==> src/rtl/gf_exp_pkg.sv <==
package gf_exp_pkg;
  typedef enum logic [2:0] {
    ST_IDLE   = 3'd0,
    ST_INIT   = 3'd1,
    ST_LAUNCH = 3'd2,
    ST_RUN    = 3'd3,
    ST_FINISH = 3'd4
  } exp_state_t;
endpackage

==> src/rtl/gf_mulx2.sv <==
// Combinational v * x^2 mod P, built as two chained multiply-by-x stages.
module gf_mulx2 #(
  parameter int M = 8
) (
  input  logic [M-1:0] v,
  input  logic [M-1:0] poly,
  output logic [M-1:0] y
);
  logic [M-1:0] stage [0:2];

  assign stage[0] = v;

  for (genvar s = 0; s < 2; s++) begin : g_stage
    logic carry;
    assign carry = stage[s][M-1];
    assign stage[s+1][0] = carry & poly[0];
    for (genvar i = 1; i < M; i++) begin : g_bit
      assign stage[s+1][i] = stage[s][i-1] ^ (carry & poly[i]);
    end
  end

  assign y = stage[2];
endmodule

==> src/rtl/gf_ab2_unit.sv <==
// Bit-serial X*Y^2 mod P; scans Y from MSB, M update cycles per operation.
module gf_ab2_unit #(
  parameter int M = 8
) (
  input  logic         clk,
  input  logic         rst_n,
  input  logic         start,
  input  logic [M-1:0] x_op,
  input  logic [M-1:0] y_op,
  input  logic [M-1:0] poly,
  output logic         busy,
  output logic         done,
  output logic [M-1:0] prod
);
  localparam int CW = $clog2(M + 1);

  logic [M-1:0] acc_q, ysh_q, acc_sq;
  logic [CW-1:0] cnt_q;

  gf_mulx2 #(.M(M)) u_sq (
    .v   (acc_q),
    .poly(poly),
    .y   (acc_sq)
  );

  always_ff @(posedge clk or negedge rst_n) begin
    if (!rst_n) begin
      acc_q <= '0;
      ysh_q <= '0;
      cnt_q <= '0;
      done  <= 1'b0;
    end else if (start) begin
      acc_q <= '0;
      ysh_q <= y_op;
      cnt_q <= CW'(M);
      done  <= 1'b0;
    end else if (cnt_q != '0) begin
      acc_q <= acc_sq ^ (x_op & {M{ysh_q[M-1]}});
      ysh_q <= {ysh_q[M-2:0], 1'b0};
      cnt_q <= cnt_q - 1'b1;
      done  <= (cnt_q == CW'(1));
    end else begin
      done  <= 1'b0;
    end
  end

  assign busy = (cnt_q != '0);
  assign prod = acc_q;


  no_restart_chk: assert property (@(posedge clk) disable iff (!rst_n)
    start |-> !busy);

  done_pulse_chk: assert property (@(posedge clk) disable iff (!rst_n)
    done |=> !done);
endmodule

==> src/rtl/gf_exp_msb.sv <==
module gf_exp_msb
  import gf_exp_pkg::*;
#(
  parameter int M = 8
) (
  input  logic         clk,
  input  logic         rst_n,
  input  logic         in_valid,
  output logic         in_ready,
  input  logic [M-1:0] in_base,
  input  logic [M-1:0] in_exp,
  input  logic [M-1:0] in_poly,
  output logic         out_valid,
  input  logic         out_ready,
  output logic [M-1:0] out_result
);
  localparam int IW = (M > 2) ? $clog2(M) : 1;
  localparam logic [M-1:0] ONE = {{(M-1){1'b0}}, 1'b1};

  exp_state_t   state_q;
  logic [M-1:0] base_q, exp_q, poly_q, run_q;
  logic [IW-1:0] idx_q;
  logic         mul_start, mul_busy, mul_done;
  logic [M-1:0] mul_x, mul_prod;

  assign mul_start = (state_q == ST_LAUNCH);
  assign mul_x     = exp_q[idx_q] ? base_q : ONE;

  gf_ab2_unit #(.M(M)) u_ab2 (
    .clk  (clk),
    .rst_n(rst_n),
    .start(mul_start),
    .x_op (mul_x),
    .y_op (run_q),
    .poly (poly_q),
    .busy (mul_busy),
    .done (mul_done),
    .prod (mul_prod)
  );

  always_ff @(posedge clk or negedge rst_n) begin
    if (!rst_n) begin
      state_q <= ST_IDLE;
      base_q  <= '0;
      exp_q   <= '0;
      poly_q  <= '0;
      run_q   <= '0;
      idx_q   <= '0;
    end else begin
      unique case (state_q)
        ST_IDLE: if (in_valid) begin
          base_q  <= in_base;
          exp_q   <= in_exp;
          poly_q  <= in_poly;
          state_q <= ST_INIT;
        end
        ST_INIT: begin
          run_q   <= exp_q[M-1] ? base_q : ONE;
          idx_q   <= IW'(M - 2);
          state_q <= ST_LAUNCH;
        end
        ST_LAUNCH: state_q <= ST_RUN;
        ST_RUN: if (mul_done) begin
          run_q <= mul_prod;
          if (idx_q == '0) state_q <= ST_FINISH;
          else begin
            idx_q   <= idx_q - 1'b1;
            state_q <= ST_LAUNCH;
          end
        end
        ST_FINISH: if (out_ready) state_q <= ST_IDLE;
        default: state_q <= ST_IDLE;
      endcase
    end
  end

  assign in_ready   = (state_q == ST_IDLE);
  assign out_valid  = (state_q == ST_FINISH);
  assign out_result = run_q;


  accept_busy_chk: assert property (@(posedge clk) disable iff (!rst_n)
    (in_valid && in_ready) |=> !in_ready);

  hold_result_chk: assert property (@(posedge clk) disable iff (!rst_n)
    (out_valid && !out_ready) |=> (out_valid && $stable(out_result)));

  release_chk: assert property (@(posedge clk) disable iff (!rst_n)
    (out_valid && out_ready) |=> (in_ready && !out_valid));

  done_in_run_chk: assert property (@(posedge clk) disable iff (!rst_n)
    mul_done |-> (state_q == ST_RUN));

  idx_range_chk: assert property (@(posedge clk) disable iff (!rst_n)
    (state_q == ST_RUN) |-> (idx_q <= IW'(M - 2)));

  idle_mul_chk: assert property (@(posedge clk) disable iff (!rst_n)
    in_ready |-> !mul_busy);
endmodule

==> config.mk <==
export PLATFORM = sky130hd
export DESIGN_NAME = gf_exp_msb
export DESIGN_NICKNAME = d
export VERILOG_FILES = /design/src/rtl/gf_exp_pkg.sv /design/src/rtl/gf_mulx2.sv /design/src/rtl/gf_ab2_unit.sv /design/src/rtl/gf_exp_msb.sv
export SDC_FILE = /design/constraint.sdc
export NUM_CORES = 1
export LEC_CHECK = 0
export BUFFER_PORTS_ARGS = -buffer_cell sky130_fd_sc_hd__buf_2
export CAP_MARGIN = 10
export CORE_MARGIN = 2
export CORE_UTILIZATION = 62
export DETAILED_ROUTE_END_ITERATION = 7
export PLACE_DENSITY = 0.92
export SLEW_MARGIN = 20
export SYNTH_ARGS = -nofsm -noshare
export SYNTH_HDL_FRONTEND = slang
export SYNTH_SLANG_ARGS = --single-unit
==> constraint.sdc <==
create_clock -name clk -period 3.5 [get_ports clk]
set_clock_uncertainty 0.15 [all_clocks]
set_input_delay 0.525 -clock clk [delete_from_list [all_inputs] [get_ports clk]]
set_output_delay 0.525 -clock clk [all_outputs]
set_load 0.02 [all_outputs]
; Word level (Yosys, flattened, before mapping)
; Cells that the tools add are included.
[classes]
order_cmp = 1
n_eq_ne = 9
mux = 22
reduce_logical = 9
bitwise_logic = 32
addsub = 2
[ops]
columns = cell, n
row1 = $mux 8, 7
row2 = $mux 3, 6
row3 = $and 1x1->1, 16
row4 = $pmux 8 s2, 1
row5 = $pmux 3 s5, 1
row6 = $xor 1x1->1, 14
row7 = $and 8x8->8, 1
row8 = $mux 4, 2
row9 = $xor 8x8->8, 1
row10 = $eq 3x2->1 const B, 2
row11 = $logic_not 3->1, 2
row12 = $pmux 3 s2, 1
row13 = $reduce_and 3->1, 2
row14 = $eq 4x1->1 const B, 1
row15 = $lt 3x4->1 const B, 1
row16 = $ne 2x1->1 const B, 2
row17 = $ne 2x2->1 const B, 2
row18 = $reduce_and 2->1, 2
row19 = $reduce_bool 2->1, 2
row20 = $reduce_bool 4->1, 1
row21 = $sub 4x1->4 const B, 1
row22 = $bmux 1 s3, 1
row23 = $eq 3x1->1 const B, 1
row24 = $eq 3x3->1 const B, 1
row25 = other kinds (2), 4
[word_totals]
ff_bits = 59
out_inout_bits = 10
input_bits = 28

; Longest topological paths before layout
[logic_depth]
ltp_word = 7
mapped_depth = 8

; Cells and area by module
; Synthesis repeated with hierarchy kept, for this count alone.
[hier_totals]
hier_cells = 328
area_unflattened_um2 = 3430.8
[by_module_without_submodules]
columns = module, n_inst, cells_each, seq_area_each_um2, area_each_um2
row1 = gf_exp_msb, 1, 155, 950.9, 1923.1
row2 = gf_ab2_unit, 1, 109, 525.5, 1092.3
row3 = gf_mulx2, 1, 64, 0.0, 415.4

; Least setup slack after synthesis
; No wires, ideal clock.
[synth_path]
path_kind = register to register
startpoint = register state_q[0]
endpoint = register base_q[0]
setup_ns = 0.125
synth_period_minus_slack_ns = 2.316
required_time_ns = 3.225
slack_ns = 1.184
arrival_ns = 2.041
stages_incl_launch_ff = 7
path_cell_list = dfrtp_1 -> clkbuf_1 -> nor3_1 -> and2_1 -> clkbuf_1 -> buf_2 -> mux2_2
[synth_via]
elab_chain_len = 2
[synth_lines]
columns = item, line
row1 = start: declaration, gf_exp_msb.sv:20  ; exp_state_t state_q;
row2 = start signal: assignment, gf_exp_msb.sv:43  ; state_q <= ST_IDLE;
row3 = start signal: assignment, gf_exp_msb.sv:55  ; state_q <= ST_INIT;
row4 = start signal: assignment, gf_exp_msb.sv:60  ; state_q <= ST_LAUNCH;
row5 = $logic_not 3->1, n/a
row6 = via in_ready, gf_exp_msb.sv:9  ; output logic in_ready,
row7 = $reduce_and 2->1 (no source line), n/a
row8 = end signal: assignment, gf_exp_msb.sv:52  ; base_q <= in_base;
row9 = end: declaration, gf_exp_msb.sv:21  ; logic [M-1:0] base_q, exp_q, poly_q, run_q;
; The timed path passes the listed nets, and every way through them passes these cells.
; A chain may end at the register's enable or synchronous reset.

; Final worst setup path
[layout_path]
startpoint = register idx_q[0]
endpoint = register u_ab2.acc_q[2], in the netlist u_ab2.prod[2]
[layout_via]
elab_chain_len = 7
[layout_lines]
columns = item, line
row1 = start: declaration, gf_exp_msb.sv:22  ; logic [IW-1:0] idx_q;
row2 = start signal: assignment, gf_exp_msb.sv:59  ; idx_q <= IW'(M - 2);
row3 = start signal: assignment, gf_exp_msb.sv:67  ; idx_q <= idx_q - 1'b1;
row4 = $bmux 1 s3, gf_exp_msb.sv:27  ; assign mul_x = exp_q[idx_q] ? base_q : ONE;
row5 = $mux 1 (implied by the code), gf_exp_msb.sv:27
row6 = $mux 8, gf_exp_msb.sv:27
row7 = $and 8x8->8, gf_ab2_unit.sv:38  ; acc_q <= acc_sq ^ (x_op & {M{ysh_q[M-1]}});
row8 = $xor 8x8->8, gf_ab2_unit.sv:38
row9 = $mux 8, gf_ab2_unit.sv:37  ; end else if (cnt_q != '0) begin
row10 = $mux 8, gf_ab2_unit.sv:32  ; end else if (start) begin
row11 = end signal: assignment, gf_ab2_unit.sv:38
row12 = end: declaration, gf_ab2_unit.sv:17  ; logic [M-1:0] acc_q, ysh_q, acc_sq;
; Every way passes these cells. The select of a mux whose other input is x is not followed.

==> Implementation_results.wiki <==
{| class="wikitable"
! Metric !! Value
|-
| Arrival time at the worst endpoint || 2.21 ns
|-
| # nets final || ~380
|-
| Routed Antenna Nets || 0
|-
| Design Area, Final || between 3000 and 4000 µm²
|-
| Main flop type after synthesis || dfrtp_1
|-
| Peak fanout along the critical path || 8
|-
| First-pass DRT Iterations || 5
|-
| Slowest cell on crit path || mux4_2
|-
| Capture point of the worst reg-to-reg path || u_ab2.prod[2]
|-
| Skew-Pair Late Insertion Delay || 0.35 ns
|-
| Tcrit/Tclk final || 0.607
|-
| Clock transition at path regs || roughly 0.070 ns
|-
| Ordered cell list for the critical path || mux2i_1 -> mux4_2 -> nor2_1 -> xnor3_1 -> o21a_1
|-
| Setup slack of the worst register-to-register path || 1.37 ns
|-
| Setup repair after global routing missed its margin || no
|-
| Normalized max-slew margin || 0.460
|-
| Post-synthesis average cell area || 9.94 µm²
|-
| Post-synthesis sequential area ratio || 0.478
|-
| Post-Synthesis Net Count || approximately 340
|-
| Depth of the worst register-to-register path || 5
|-
| Total via count in the routed design || roughly 2500
|-
| Post-synth EDFFs || 0
|-
| Core utilization of the finished layout || 0.736
|-
| Clock tree from TritonCTS || built
|-
| VDD IR max || approximately 0.00045 V
|-
| Die Outline Area || around 5600 µm²
|-
| Cell count along the critical path || 5
|-
| Max frequency || around 470 MHz
|-
| Die span in x || around 75 µm
|-
| Gpl congestion || between 0.8 and 0.9
|-
| Final hold vios || 0
|-
| WP data required || approximately 3.6 ns
|-
| Vias/cell || between 6 and 7
|-
| Distinct cell type count of the synthesized netlist || 36
|-
| Max capacitance violation total || 0
|-
| Area added between synthesis and finish || 13.1%
|-
| Post-layout minimum cycle time || roughly 2.1 ns
|-
| Top-level I/O count || 38
|-
| Adder and majority gate portion of the synthesized area || 0.0162
|-
| Number of max-slew violations in the final report || 0
|-
| Family with the most delay on the worst path || multiplexers
|-
| Clock buffer count from CTS || 9
|-
| Simple-gate area share of the yosys netlist || 0.140
|-
| Number of buffers and inverters on the critical path || 0
|-
| Dominant combinational cell family by area after synthesis || compound AO/OA/AOI/OAI gates
|-
| Master cell of the clock root buffer || clkbuf_8
|-
| Warnings from Yosys || 0
|-
| Status || finished, final reports clean
|-
| Maximum level of the CTS H-tree || 3
|-
| Startpoint of the lowest-slack register-to-register path || idx_q[0]
|-
| Sum of net half-perimeters after detailed placement || 4.69 mm
|-
| Worst min path class || in -> async
|-
| Detailed-route wire length || between 6 and 7 mm
|-
| Initial Util || 0.650
|-
| Largest net degree at the start of global routing || 38
|-
| Worst slack on hold paths || 0.115 ns
|-
| Remaining Overflow, GRT || 0
|-
| Number of placement rows || 25
|-
| TritonCTS sink count || slightly below 60
|-
| Final setup violation count || 0
|-
| Diode count || 0
|-
| Proportion of synthesized flip-flops having asynchronous set or reset || 1.00
|-
| Mapped cell area || about 3100 µm²
|-
| CP endpoint || u_ab2.prod[2]
|-
| Total of flip-flops plus latches after synthesis || just under 60
|-
| Wire length of the first global-routing pass || ~11 mm
|-
| Measured slew at the worst slew-check pin || around 0.81 ns
|-
| Die Y || ~75 µm
|-
| Critical path class || reg -> reg
|-
| Power per cell area || 849 nW/µm²
|-
| Crit path launch type || flip-flop
|-
| Overall track demand over capacity in global routing || 0.269
|-
| Setup Buffers After CTS || 0
|-
| Fin Setup TNS || 0 ns
|-
| Number of antenna violations at the first check in global routing || 0
|-
| Average routed wire per standard cell || roughly 16 µm
|-
| Initial DRC count || ~220
|-
| Critical Path Sink Type || flip-flop
|-
| Mapped Cells || between 300 and 400
|-
| CTS-repair resized insts || 0
|-
| Floorplan core area || about 4800 µm²
|-
| Hold_buf cts || 0
|-
| Count of buffers inserted at the top-level ports || 37
|-
| Clk buf depth || 2
|-
| Multiplexer share of the synthesized area || 0.108
|-
| Power after layout || ~3.0 mW
|-
| Leakage dissipation || between 1.5 and 2 nW
|-
| Drc violations || 0
|-
| Parity-gate share of the synthesized area counting xor and xnor cells || 0.0643
|-
| CP Launch Point || idx_q[0]
|-
| Slowest stage delay, CP || 0.59 ns
|-
| Layout cells sized above 1 || 0.233
|-
| Compound-cell area share of the yosys netlist || 0.154
|-
| Standard cell area after detailed placement || 3300 µm²
|-
| Number of global-route vias before repair || 2347
|}
==> cells in the mapped netlist, drive strengths merged, types with 4 or more instances <==
cell | number | area [µm²]
a21oi | 19 | 95.1
a22oi | 5 | 37.5
a31oi | 10 | 62.6
buf | 5 | 31.3
clkbuf | 15 | 56.3
dfrtp | 59 | 1480
ha | 4 | 50.1
inv | 10 | 37.5
mux2 | 24 | 270
mux2i | 4 | 40.0
nand2 | 37 | 139
nand2b | 4 | 25.0
nand3 | 9 | 45.0
nor2 | 27 | 101
nor2b | 4 | 25.0
nor3 | 6 | 30.0
nor3b | 4 | 30.0
o21ai | 29 | 145
xnor2 | 6 | 52.6
xnor3 | 4 | 90.1
==> through the flow <==
stage / worst slack, ns / cells
6_report: 1.37 / 415
4_1_cts: 1.38 / 415
2_1_floorplan: 1.18 / 311
3_5_place_dp: 1.38 / 399
3_3_place_gp: 1.45 / 399
5_1_grt: 1.30 / 415
==> routing by layer <==
metal | wire length [µm] | track usage | up-vias
li1 | - | - | 1155
met1 | 2730 | 0.330 | 1224
met2 | 3390 | 0.442 | 100
met3 | 449 | 0.0964 | 20
met4 | 148 | 0.0952 | 0
met5 | 0 | 0 | -
==> power breakdown <==
group          switching (mW)  total, mW  internal (mW)  leakage, nW
registers               0.276       1.19          0.913        0.724
clock network           0.279      0.623          0.344       0.0991
logic                   0.597       1.16          0.558        0.755
total                    1.15       2.97           1.82         1.58
==> kinds of logic after synthesis <==
group	after synthesis
buffers and inverters	30
AOI/OAI and AO/OA	79
xor gates and xnor gates	13
muxes	29
DFF	59
adders and majority gates	4
and+or+nand+nor	97
==> registers in the layout (all words and copies together) (netlist names) <==
name and flops:
u_ab2.prod 8, u_ab2.ysh_q 8, poly_q 8, base_q 8
out_result 8, u_ab2.cnt_q 4, idx_q 3, state_q 3
exp_q 8, u_ab2.done 1
==> worst register-to-register path, stage by stage (launching register included) <==
cell,delay (ns)
dfrtp_1,0.46
mux2i_1,0.15
mux4_2,0.59
nor2_1,0.19
xnor3_1,0.31
o21a_1,0.18
==> cell type report <==
cell class                      count  area (µm²)
Multi-Input combinational cell    222        1490
Inverter                           10        37.5
Timing Repair Buffer               41         215
Clock inverter                      5        52.6
Sequential cell                    59        1480
Fill cell                         330        1260
Clock buffer                       11         141
Tap cell                           67        83.8
==> placed cells by master, fill, tap and decap left out, types with 6 or more instances in the layout <==
master     n
nor3_1     6
xnor2_1    6
clkbuf_8  10
dfrtp_1   59
nand3_1    9
a21oi_1   19
nor2_1    27
inv_1     10
nand2_1   37
a31oi_1   10
buf_2     37
mux2_2    24
o21ai_0   29
==> worst min-delay path by stage <==
| stage | end | slack [ns] | cells past startpoint |
|---|---|---|---|
| 2_1_floorplan | base_q[0] | 0.08 | 0 |
| 3_3_place_gp | u_ab2.ysh_q[0] | 0.34 | 1 |
| 3_5_place_dp | u_ab2.ysh_q[0] | 0.34 | 1 |
| 4_1_cts | poly_q[6] | 0.14 | 1 |
| 5_1_grt | poly_q[0] | 0.20 | 1 |
| 6_report | poly_q[6] | 0.12 | 1 |
No activity file was read; power rests on OpenSTA's default activity.
